===== src/rtl/relbr_pkg.sv =====
package relbr_pkg;
  localparam int ADDR_W   = 16;
  localparam int LEN_W    = 3;
  localparam int CYC_W    = 4;
  localparam logic [7:0] PREFIX_BYTE = 8'h10;
  localparam logic [LEN_W-1:0] LEN_SHORT = 3'd2;
  localparam logic [LEN_W-1:0] LEN_LONG  = 3'd4;

  typedef enum logic [2:0] {
    ST_IDLE,
    ST_PFX,
    ST_SOFF,
    ST_LHI,
    ST_LLO
  } col_state_t;

  function automatic logic is_branch_op(input logic [7:0] b);
    return (b[7:4] == 4'h2) && (b[3:1] != 3'b000);
  endfunction
endpackage


===== src/rtl/relbr_cond.sv =====
module relbr_cond (
  input  logic [3:0] sel,
  input  logic       n,
  input  logic       z,
  input  logic       v,
  input  logic       c,
  output logic       taken
);
  logic base;
  logic nv;

  assign nv = n ^ v;

  // Even nibble tests the base condition; odd nibble is its complement.
  always_comb begin
    case (sel[3:1])
      3'd1:    base = ~(c | z);
      3'd2:    base = ~c;
      3'd3:    base = ~z;
      3'd4:    base = ~v;
      3'd5:    base = ~n;
      3'd6:    base = ~nv;
      3'd7:    base = ~(z | nv);
      default: base = 1'b0;
    endcase
  end

  assign taken = base ^ sel[0];
endmodule


===== src/rtl/relbr_collect.sv =====
module relbr_collect
  import relbr_pkg::*;
(
  input  logic              clk,
  input  logic              rst_n,
  input  logic              in_valid,
  input  logic              in_ready,
  input  logic [7:0]        in_byte,
  input  logic [ADDR_W-1:0] in_addr,
  output logic              done,
  output logic              bad,
  output logic              d_long,
  output logic [3:0]        d_sel,
  output logic [15:0]       d_off,
  output logic [ADDR_W-1:0] d_start
);
  col_state_t        state, nxt;
  logic              r_long, n_long;
  logic [3:0]        r_sel, n_sel;
  logic [ADDR_W-1:0] r_start, n_start;
  logic [7:0]        r_hi, n_hi;
  logic              accept;

  assign accept = in_valid & in_ready;

  always_comb begin
    nxt     = state;
    n_long  = r_long;
    n_sel   = r_sel;
    n_start = r_start;
    n_hi    = r_hi;
    done    = 1'b0;
    bad     = 1'b0;
    d_off   = '0;
    if (accept) begin
      case (state)
        ST_IDLE: begin
          if (in_byte == PREFIX_BYTE) begin
            n_start = in_addr;
            n_long  = 1'b1;
            nxt     = ST_PFX;
          end else if (is_branch_op(in_byte)) begin
            n_start = in_addr;
            n_long  = 1'b0;
            n_sel   = in_byte[3:0];
            nxt     = ST_SOFF;
          end else begin
            bad = 1'b1;
          end
        end
        ST_PFX: begin
          if (is_branch_op(in_byte)) begin
            n_sel = in_byte[3:0];
            nxt   = ST_LHI;
          end else begin
            bad = 1'b1;
            nxt = ST_IDLE;
          end
        end
        ST_SOFF: begin
          done  = 1'b1;
          d_off = {{8{in_byte[7]}}, in_byte};
          nxt   = ST_IDLE;
        end
        ST_LHI: begin
          n_hi = in_byte;
          nxt  = ST_LLO;
        end
        ST_LLO: begin
          done  = 1'b1;
          d_off = {r_hi, in_byte};
          nxt   = ST_IDLE;
        end
        default: nxt = ST_IDLE;
      endcase
    end
  end

  assign d_long  = r_long;
  assign d_sel   = r_sel;
  assign d_start = r_start;

  always_ff @(posedge clk) begin
    if (!rst_n) begin
      state   <= ST_IDLE;
      r_long  <= 1'b0;
      r_sel   <= '0;
      r_start <= '0;
      r_hi    <= '0;
    end else begin
      state   <= nxt;
      r_long  <= n_long;
      r_sel   <= n_sel;
      r_start <= n_start;
      r_hi    <= n_hi;
    end
  end

  // a rejected byte after the prefix always leaves the collector idle
  a_r8_prefix_reject_idle: assert property (@(posedge clk) disable iff (!rst_n)
    (state == ST_PFX && bad) |=> (state == ST_IDLE));

  // a short branch finishes on its single offset byte
  a_r2_short_one_offset: assert property (@(posedge clk) disable iff (!rst_n)
    (state == ST_SOFF && accept) |=> (state == ST_IDLE));

  // the captured start address survives stall cycles
  a_r11_start_held: assert property (@(posedge clk) disable iff (!rst_n)
    (state != ST_IDLE && !accept) |=> $stable(r_start));

  // the collector only reaches the offset states of a long branch through the prefix
  a_r6_long_marked: assert property (@(posedge clk) disable iff (!rst_n)
    (state == ST_LHI || state == ST_LLO) |-> r_long);
endmodule


===== src/rtl/relbr_result.sv =====
module relbr_result
  import relbr_pkg::*;
#(
  parameter int CYC_SHORT   = 3,
  parameter int CYC_LONG_NT = 5,
  parameter int CYC_LONG_T  = 6
) (
  input  logic              clk,
  input  logic              rst_n,
  input  logic              done,
  input  logic              bad,
  input  logic              d_long,
  input  logic [15:0]       d_off,
  input  logic [ADDR_W-1:0] d_start,
  input  logic              cond_taken,
  output logic              out_valid,
  output logic              out_notbr,
  output logic              out_taken,
  output logic [ADDR_W-1:0] out_target,
  output logic [LEN_W-1:0]  out_len,
  output logic [CYC_W-1:0]  out_cycles
);
  logic [LEN_W-1:0]  len_c;
  logic [CYC_W-1:0]  cyc_c;
  logic [ADDR_W-1:0] tgt_c;

  assign len_c = d_long ? LEN_LONG : LEN_SHORT;
  assign cyc_c = !d_long   ? CYC_W'(CYC_SHORT)
               : cond_taken ? CYC_W'(CYC_LONG_T)
               :              CYC_W'(CYC_LONG_NT);
  assign tgt_c = d_start + ADDR_W'(len_c) + d_off;

  always_ff @(posedge clk) begin
    if (!rst_n) begin
      out_valid  <= 1'b0;
      out_notbr  <= 1'b0;
      out_taken  <= 1'b0;
      out_target <= '0;
      out_len    <= '0;
      out_cycles <= '0;
    end else begin
      out_valid <= done;
      out_notbr <= bad;
      if (done) begin
        out_taken  <= cond_taken;
        out_target <= tgt_c;
        out_len    <= len_c;
        out_cycles <= cyc_c;
      end
    end
  end

  // a result strobe never lasts two cycles
  a_r10_single_pulse: assert property (@(posedge clk) disable iff (!rst_n)
    out_valid |=> !out_valid);

  // result and reject are exclusive
  a_r1_exclusive: assert property (@(posedge clk) disable iff (!rst_n)
    !(out_valid && out_notbr));

  // short branches carry the fixed short cost
  a_r2_short_cycles: assert property (@(posedge clk) disable iff (!rst_n)
    (out_valid && out_len == LEN_SHORT) |-> (out_cycles == CYC_W'(CYC_SHORT)));

  // a long branch costs more when taken
  a_r7_long_cycles: assert property (@(posedge clk) disable iff (!rst_n)
    (out_valid && out_len == LEN_LONG) |-> (out_cycles == (out_taken ? CYC_W'(CYC_LONG_T) : CYC_W'(CYC_LONG_NT))));
endmodule


===== src/rtl/relbr_decode.sv =====
module relbr_decode
  import relbr_pkg::*;
#(
  parameter int CYC_SHORT   = 3,
  parameter int CYC_LONG_NT = 5,
  parameter int CYC_LONG_T  = 6
) (
  input  logic              clk,
  input  logic              rst_n,
  input  logic              in_valid,
  output logic              in_ready,
  input  logic [7:0]        in_byte,
  input  logic [ADDR_W-1:0] in_addr,
  input  logic              flag_n,
  input  logic              flag_z,
  input  logic              flag_v,
  input  logic              flag_c,
  output logic              out_valid,
  output logic              out_taken,
  output logic [ADDR_W-1:0] out_target,
  output logic [LEN_W-1:0]  out_len,
  output logic [CYC_W-1:0]  out_cycles,
  output logic              out_notbr
);
  logic              done, bad, d_long, cond_taken;
  logic [3:0]        d_sel;
  logic [15:0]       d_off;
  logic [ADDR_W-1:0] d_start;

  // one bubble per reported event
  assign in_ready = ~(out_valid | out_notbr);

  relbr_collect i_collect (
    .clk      (clk),
    .rst_n    (rst_n),
    .in_valid (in_valid),
    .in_ready (in_ready),
    .in_byte  (in_byte),
    .in_addr  (in_addr),
    .done     (done),
    .bad      (bad),
    .d_long   (d_long),
    .d_sel    (d_sel),
    .d_off    (d_off),
    .d_start  (d_start)
  );

  relbr_cond i_cond (
    .sel   (d_sel),
    .n     (flag_n),
    .z     (flag_z),
    .v     (flag_v),
    .c     (flag_c),
    .taken (cond_taken)
  );

  relbr_result #(
    .CYC_SHORT   (CYC_SHORT),
    .CYC_LONG_NT (CYC_LONG_NT),
    .CYC_LONG_T  (CYC_LONG_T)
  ) i_result (
    .clk        (clk),
    .rst_n      (rst_n),
    .done       (done),
    .bad        (bad),
    .d_long     (d_long),
    .d_off      (d_off),
    .d_start    (d_start),
    .cond_taken (cond_taken),
    .out_valid  (out_valid),
    .out_notbr  (out_notbr),
    .out_taken  (out_taken),
    .out_target (out_target),
    .out_len    (out_len),
    .out_cycles (out_cycles)
  );

  // nothing is consumed while a strobe is shown
  a_r9_stall_on_pulse: assert property (@(posedge clk) disable iff (!rst_n)
    (out_valid && in_valid) |=> !out_valid);
endmodule


===== config.mk =====
export PLATFORM = sky130hd
export DESIGN_NAME = relbr_decode
export DESIGN_NICKNAME = d
export VERILOG_FILES = /design/src/rtl/relbr_pkg.sv /design/src/rtl/relbr_cond.sv /design/src/rtl/relbr_collect.sv /design/src/rtl/relbr_result.sv /design/src/rtl/relbr_decode.sv
export SDC_FILE = /design/constraint.sdc
export NUM_CORES = 1
export LEC_CHECK = 0
export ABC_AREA = 1
export CAP_MARGIN = 20
export CORE_MARGIN = 3
export CORE_UTILIZATION = 60
export DETAILED_ROUTE_END_ITERATION = 12
export DONT_BUFFER_PORTS = 1
export GPL_ROUTABILITY_DRIVEN = 0
export GPL_TIMING_DRIVEN = 1
export PLACE_DENSITY_LB_ADDON = 0.12
export SLEW_MARGIN = 30
export SYNTH_ARGS = -nofsm -noshare
export SYNTH_HDL_FRONTEND = slang
export SYNTH_SLANG_ARGS = --single-unit
export TNS_END_PERCENT = 20

===== constraint.sdc =====
create_clock -name clk -period 6.7 [get_ports clk]
set_clock_uncertainty 0.2 [all_clocks]
set_input_delay 0.67 -clock clk [delete_from_list [all_inputs] [get_ports clk]]
set_output_delay 0.67 -clock clk [all_outputs]
set_load 0.05 [all_outputs]

* Word-level counts from Yosys, hierarchy flattened
Index checks and enable logic that the tools add are counted.
** Word-level totals
- Output and inout port bits :: 27
- Flip-flop bits (word level) :: 58
- Memory bits (read-only) :: 0
- Memories kept :: 0
- Bits of input ports :: 31
- Logic and storage cells :: 75
- Bits in latches :: 0
- Memory bits (writable) :: 0
** Cells by class
- Shift operators :: 0
- Bitwise gates (word level) :: 14
- Reduce and logical (&&, ||, !) cells :: 11
- Add/subtract/negate cells :: 2
- Divide/modulo/power cells :: 0
- Equality and inequality tests :: 15
- Multiply operators :: 0
- Magnitude comparators :: 0
- Mux-type cells :: 22
** Operators by type and width (count)
- 2-to-1 mux 16 bit :: 3
- one-hot mux 16 bit (2 select lines) :: 1
- adder 16 bit :: 1
- adder 16 x 3 -> 16 bit :: 1
- equality test 3 bit, second input constant :: 5
- equality test 3 x 2 -> 1 bit, second input constant :: 4
- 2-to-1 mux 4 bit :: 3
- 2-to-1 mux 3 bit :: 3
- one-hot mux 3 bit (3 select lines) :: 1
- equality test 8 x 5 -> 1 bit, second input constant :: 1
- inverter 1 bit :: 8
- one-hot mux 4 bit (2 select lines) :: 1
- one-hot mux 1 bit (7 select lines) :: 1
- equality test 3 x 1 -> 1 bit, second input constant :: 2
- 2-to-1 mux 1 bit :: 6
- AND reduction 2 bit :: 3
- AND reduction 3 bit :: 2
- equality test 4 x 2 -> 1 bit, second input constant :: 1
- 2-to-1 mux 2 bit :: 2
- nonzero test 2 bit :: 2
- zero test 3 bit :: 1
- != test 3 x 1 -> 1 bit, second input constant :: 1
- OR 1 bit :: 3
- nonzero test 3 bit :: 1
- 6 further kinds :: 7

* Depth between registers and ports, before layout
- Depth after elaboration :: 7
- Depth in mapped cells :: 19
- Depth with buffers taken out :: 18

* Modules after synthesis
From an unflattened synthesis, not the netlist that was laid out.
** Second synthesis, totals
- Cell total of the unflattened synthesis :: 530
- Area, all modules :: 3547.2 µm²
** By module, submodules not included
- relbr_result :: area each 1970.6 µm², instances 1, cells an instance 302
- relbr_collect :: area each 1478.9 µm², instances 1, cells an instance 206
- relbr_cond :: area each 93.8 µm², instances 1, cells an instance 21
- relbr_decode :: area each 3.8 µm², instances 1, cells an instance 1

* Worst setup path after synthesis
OpenSTA, ideal clock, no wires.
- Kind :: flip-flop to flip-flop
- Start point :: reg i_result.out_notbr
- End point :: reg i_result.out_target[13]
- Cell stages (with the launch flop) :: 20
- Data required time :: 6.391 ns
- Path slack :: 2.838 ns
- Arrival :: 3.553 ns
- Clock period less this slack :: 3.862 ns
- Library setup time :: 0.109 ns
- Path through :: dfxtp_1 > nor2_1 > nand2_2 > a21oi_4 > inv_2 > buf_6 > nor2_1 > fa_1 > ha_1 > inv_1 > fa_1 > inv_1 > nand3_1 > nand3_1 > nand3_1 > nand3_1 > nand2_1 > nand3_1 > nand2_1 > inv_1
** On the way
- Cells in the longest elaborated chain, start to end :: 5
** Ends and longest elaborated chain
- from (decl) :: line relbr_result.sv:17 : output logic out_notbr,
- from (signal assigned) :: line relbr_result.sv:36 : out_notbr <= 1'b0;
- from (signal assigned) :: line relbr_result.sv:43 : out_notbr <= bad;
- OR 1 bit (*) :: line relbr_decode.sv:31 : assign in_ready = ~(out_valid | out_notbr);
- inverter 1 bit (*) :: line relbr_decode.sv:31
- named net in_ready :: line relbr_decode.sv:11 : output logic in_ready,
- AND 1 bit (*) :: line relbr_collect.sv:24 : assign accept = in_valid & in_ready;
- 2-to-1 mux 16 bit :: line relbr_collect.sv:35 : if (accept) begin
- adder 16 bit :: line relbr_result.sv:31 : assign tgt_c = d_start + ADDR_W'(len_c) + d_off;
- to (signal assigned) :: line relbr_result.sv:46 : out_target <= tgt_c;
- to (decl) :: line relbr_result.sv:19 : output logic [ADDR_W-1:0] out_target,
Mark *: on every way through the listed nets, which the timed path passes. The rest lies on a longest branch.
A chain may end at the register's enable or synchronous reset.

* Final worst setup path
Ends and elaborated chain as after synthesis.

==> metrics.txt <==
status finished, final reports clean; Placement Cell Area 3460 µm²; die width 82.4 µm; post-route setup slack 1.70 ns; crit end category flip-flop; FFs w/ async S/R, synth 0%; drt pass-1 iters 4; cell count after synthesis 524; dpl hpwl 5.77 mm; Routed Antenna Nets 0; final instance area 3550 µm²; Crit Path Class reg2reg; Compound-Gate Fraction of Synth Area 11.8%; area grow syn2layout 1.43%; CTS Buf Count 5; fin cells 589; First DRT Iteration DRCs 110; syn_area_per_cell 6.68 µm²; Worst Max-Slew Pin Slew 0.972 ns; Yosys Warn Count 0; Final setup viols 0; max-slew violation count 0; Ports 58; core box area 5570 µm²; register area 1100 µm²; VDD IR max 0.000151 V; first-pass GRT wire length 12.6 mm; share of cells above drive strength 1 5.61%; Setup Buffers After CTS 0; static leakage 0.00179 µW; top cell type's share of synthesized area 31.5%; RSZ-0062 raised after global routing false; fillers 540; CTS tree yes; Synth Area in Adders 11.4%; Slew HR 35.0%; EDFF count, synth 0; Final min period 5.00 ns; initial antenna violation count 0; final WL 7.47 mm; Vias 3048; synthesized flop and latch total 55; grt ovf 0; ys flop type dfxtp_1; root buf cell clkbuf_8; row count 27; Worst EP arrival 5.02 ns; met3 usage 5.97%; CTS resizes 0; required time worst endpoint 6.72 ns; Hold Vio Cnt, Final 0; Hold WC Path Type in2reg; pin count of the biggest net entering global routing 40; area leader, netlist dfxtp_1; period utilization 74.6%; wire length per cell 12.7 µm; vias in the first global route 2946; clk_lat worst skew 0.32 ns; Die Height 82.4 µm; dominant cells by area after synthesis dfxtp_1 (31%), nand2_1 (12%), nor2_1 (10%); Max Cap Viol 0; final net count 577; Starting Density 62.8%; fmax 200 MHz; CTS clk-pin slew, worst paths 0.10 ns; Buffers on Ports 0; Pwr per Cell Area 163 nW/µm²; TNS Setup 0 ns; clock sink count 55; XOR/XNOR share of the synthesized area 1.00%; number of library cell types mapped by synthesis 36; main combinational cell family by area after synthesis simple AND/OR/NAND/NOR gates; DP Worst Slack 1.72 ns; Worst Setup SP i_result.out_notbr$_SDFF_PN0_; simple-gate share of the synthesized area 32.3%; critical path startpoint category flip-flop; routing usage on met1 28.7%; die area 6780 µm²; multi-input logic area 1980 µm²; H-tree depth 2; post-synthesis mux area share 0%; Via-to-Cell Ratio 5.17; Longest Clk Path Bufs 2; synthesized area 3500 µm²; gr busiest metal met2; DRC 0; Hold Startpoint rst_n; ANT cells 0; reg2reg start i_result.out_notbr$_SDFF_PN0_; CTS Hold Bufs 0; dpl cells 581; CP Max Fanout 35; Seq/Total Area, Yosys 31.5%; GRT Util Overall 24.1%; GR Util met2 42.5%
cells in the mapped netlist (2+ instances only):
cell type  count
buf_4          4
clkbuf_1       5
nor2_1        93
clkinv_2       2
nand2_1      113
o21ai_0       30
xor2_1         3
nor3_1         5
nor2_4         2
ha_1          27
nor2_2         2
inv_2          4
nand4_1        5
fa_1           3
inv_1         67
nand2_2        3
buf_6          6
nand3b_1       2
a21oi_1       35
o21ai_1       11
nand3_1       33
dfxtp_1       55
through the flow:
step	utilization, %	total power [µW]	hold WS, ns
final	63.7	578	0.264
after global routing	63.7	602	0.253
after CTS	63.7	583	0.254
after detailed placement	62.1	399	0.280
after global placement	62.1	398	0.275
after floorplan	-	395	0.260
per-layer routing:
| layer | vias to the layer above | share of wire, % |
|---|---|---|
| li1 | 1645 | - |
| met1 | 1339 | 45 |
| met2 | 55 | 48 |
| met3 | 9 | 5.0 |
| met4 | 0 | 1.2 |
| met5 | - | 0 |
layout by cell type (no fill, tap or decap), types with 2 or more instances in the layout:
master / count
nand2_2: 3
nand3_1: 33
nand2_1: 113
dfxtp_1: 55
a21oi_1: 35
nor3_1: 5
inv_2: 4
inv_6: 2
inv_1: 67
clkbuf_8: 5
o21ai_0: 30
nor2_1: 93
nand4_1: 5
xor2_1: 3
ha_1: 27
clkinv_2: 4
nand3b_1: 2
nor2_4: 2
conb_1: 2
nor2_2: 2
o21ai_1: 11
fa_1: 3
sequential cells by signal, indices dropped and copies added (netlist names):
| name | flops |
|---|---|
| i_result.out_target | 16 |
| i_result.out_cycles | 3 |
| i_collect.d_sel | 4 |
| i_collect.state | 3 |
| i_result.out_taken | 1 |
| i_collect.d_long | 1 |
| i_collect.r_hi | 8 |
| i_result.out_len | 1 |
| i_result.out_notbr | 1 |
| i_result.out_valid | 1 |
| i_collect.d_start | 16 |
worst max-delay path, cell delays in order, from the launching register on:
cell and delay [ns]:
dfxtp_1 0.49, nor2_1 0.82, nand2_2 0.43, a21oi_4 0.79
inv_2 0.30, nor2_1 0.20, fa_1 0.43, ha_1 0.23
inv_1 0.07, fa_1 0.20, inv_1 0.07, nand3_1 0.07
nand3_1 0.14, nand3_1 0.13, nand3_1 0.08, nand2_1 0.06
nand3_1 0.06, nand2_1 0.09, inv_1 0.03
power breakdown:
group	switching, µW	leakage [µW]	internal, µW
combinational	31.5	0.00130	13.7
clock	112	0.0000483	73.9
sequential	14.1	0.000444	332
total	158	0.00179	420
area by class of cell:
| class | count | share of cell area [%] |
|---|---|---|
| clock buffer | 5 | 1.94 |
| clock inverter | 3 | 0.529 |
| inverter | 75 | 8.14 |
| multi-input combinational | 379 | 55.8 |
| sequential | 55 | 31.0 |
| tap | 72 | 2.54 |
final timing paths:
kind	to	slack (ns)	cells after the start
worst max-delay path	i_result.out_target[13]$_SDFFE_PN0P_	1.70	18
worst min-delay path	i_result.out_target[6]$_SDFFE_PN0P_	0.26	2
worst max register to register	i_result.out_target[13]$_SDFFE_PN0P_	1.70	18
worst min register to register	i_collect.d_start[3]$_SDFFE_PN0P_	0.30	2
cell families after synthesis:
family	count (synthesis)
DFF	55
xor gates and xnor gates	4
and+or+nand+nor	264
AOI/OAI and AO/OA	79
other	1
adders and majority gates	30
buffers and inverters	91
Power figures use the tool's default switching activity.
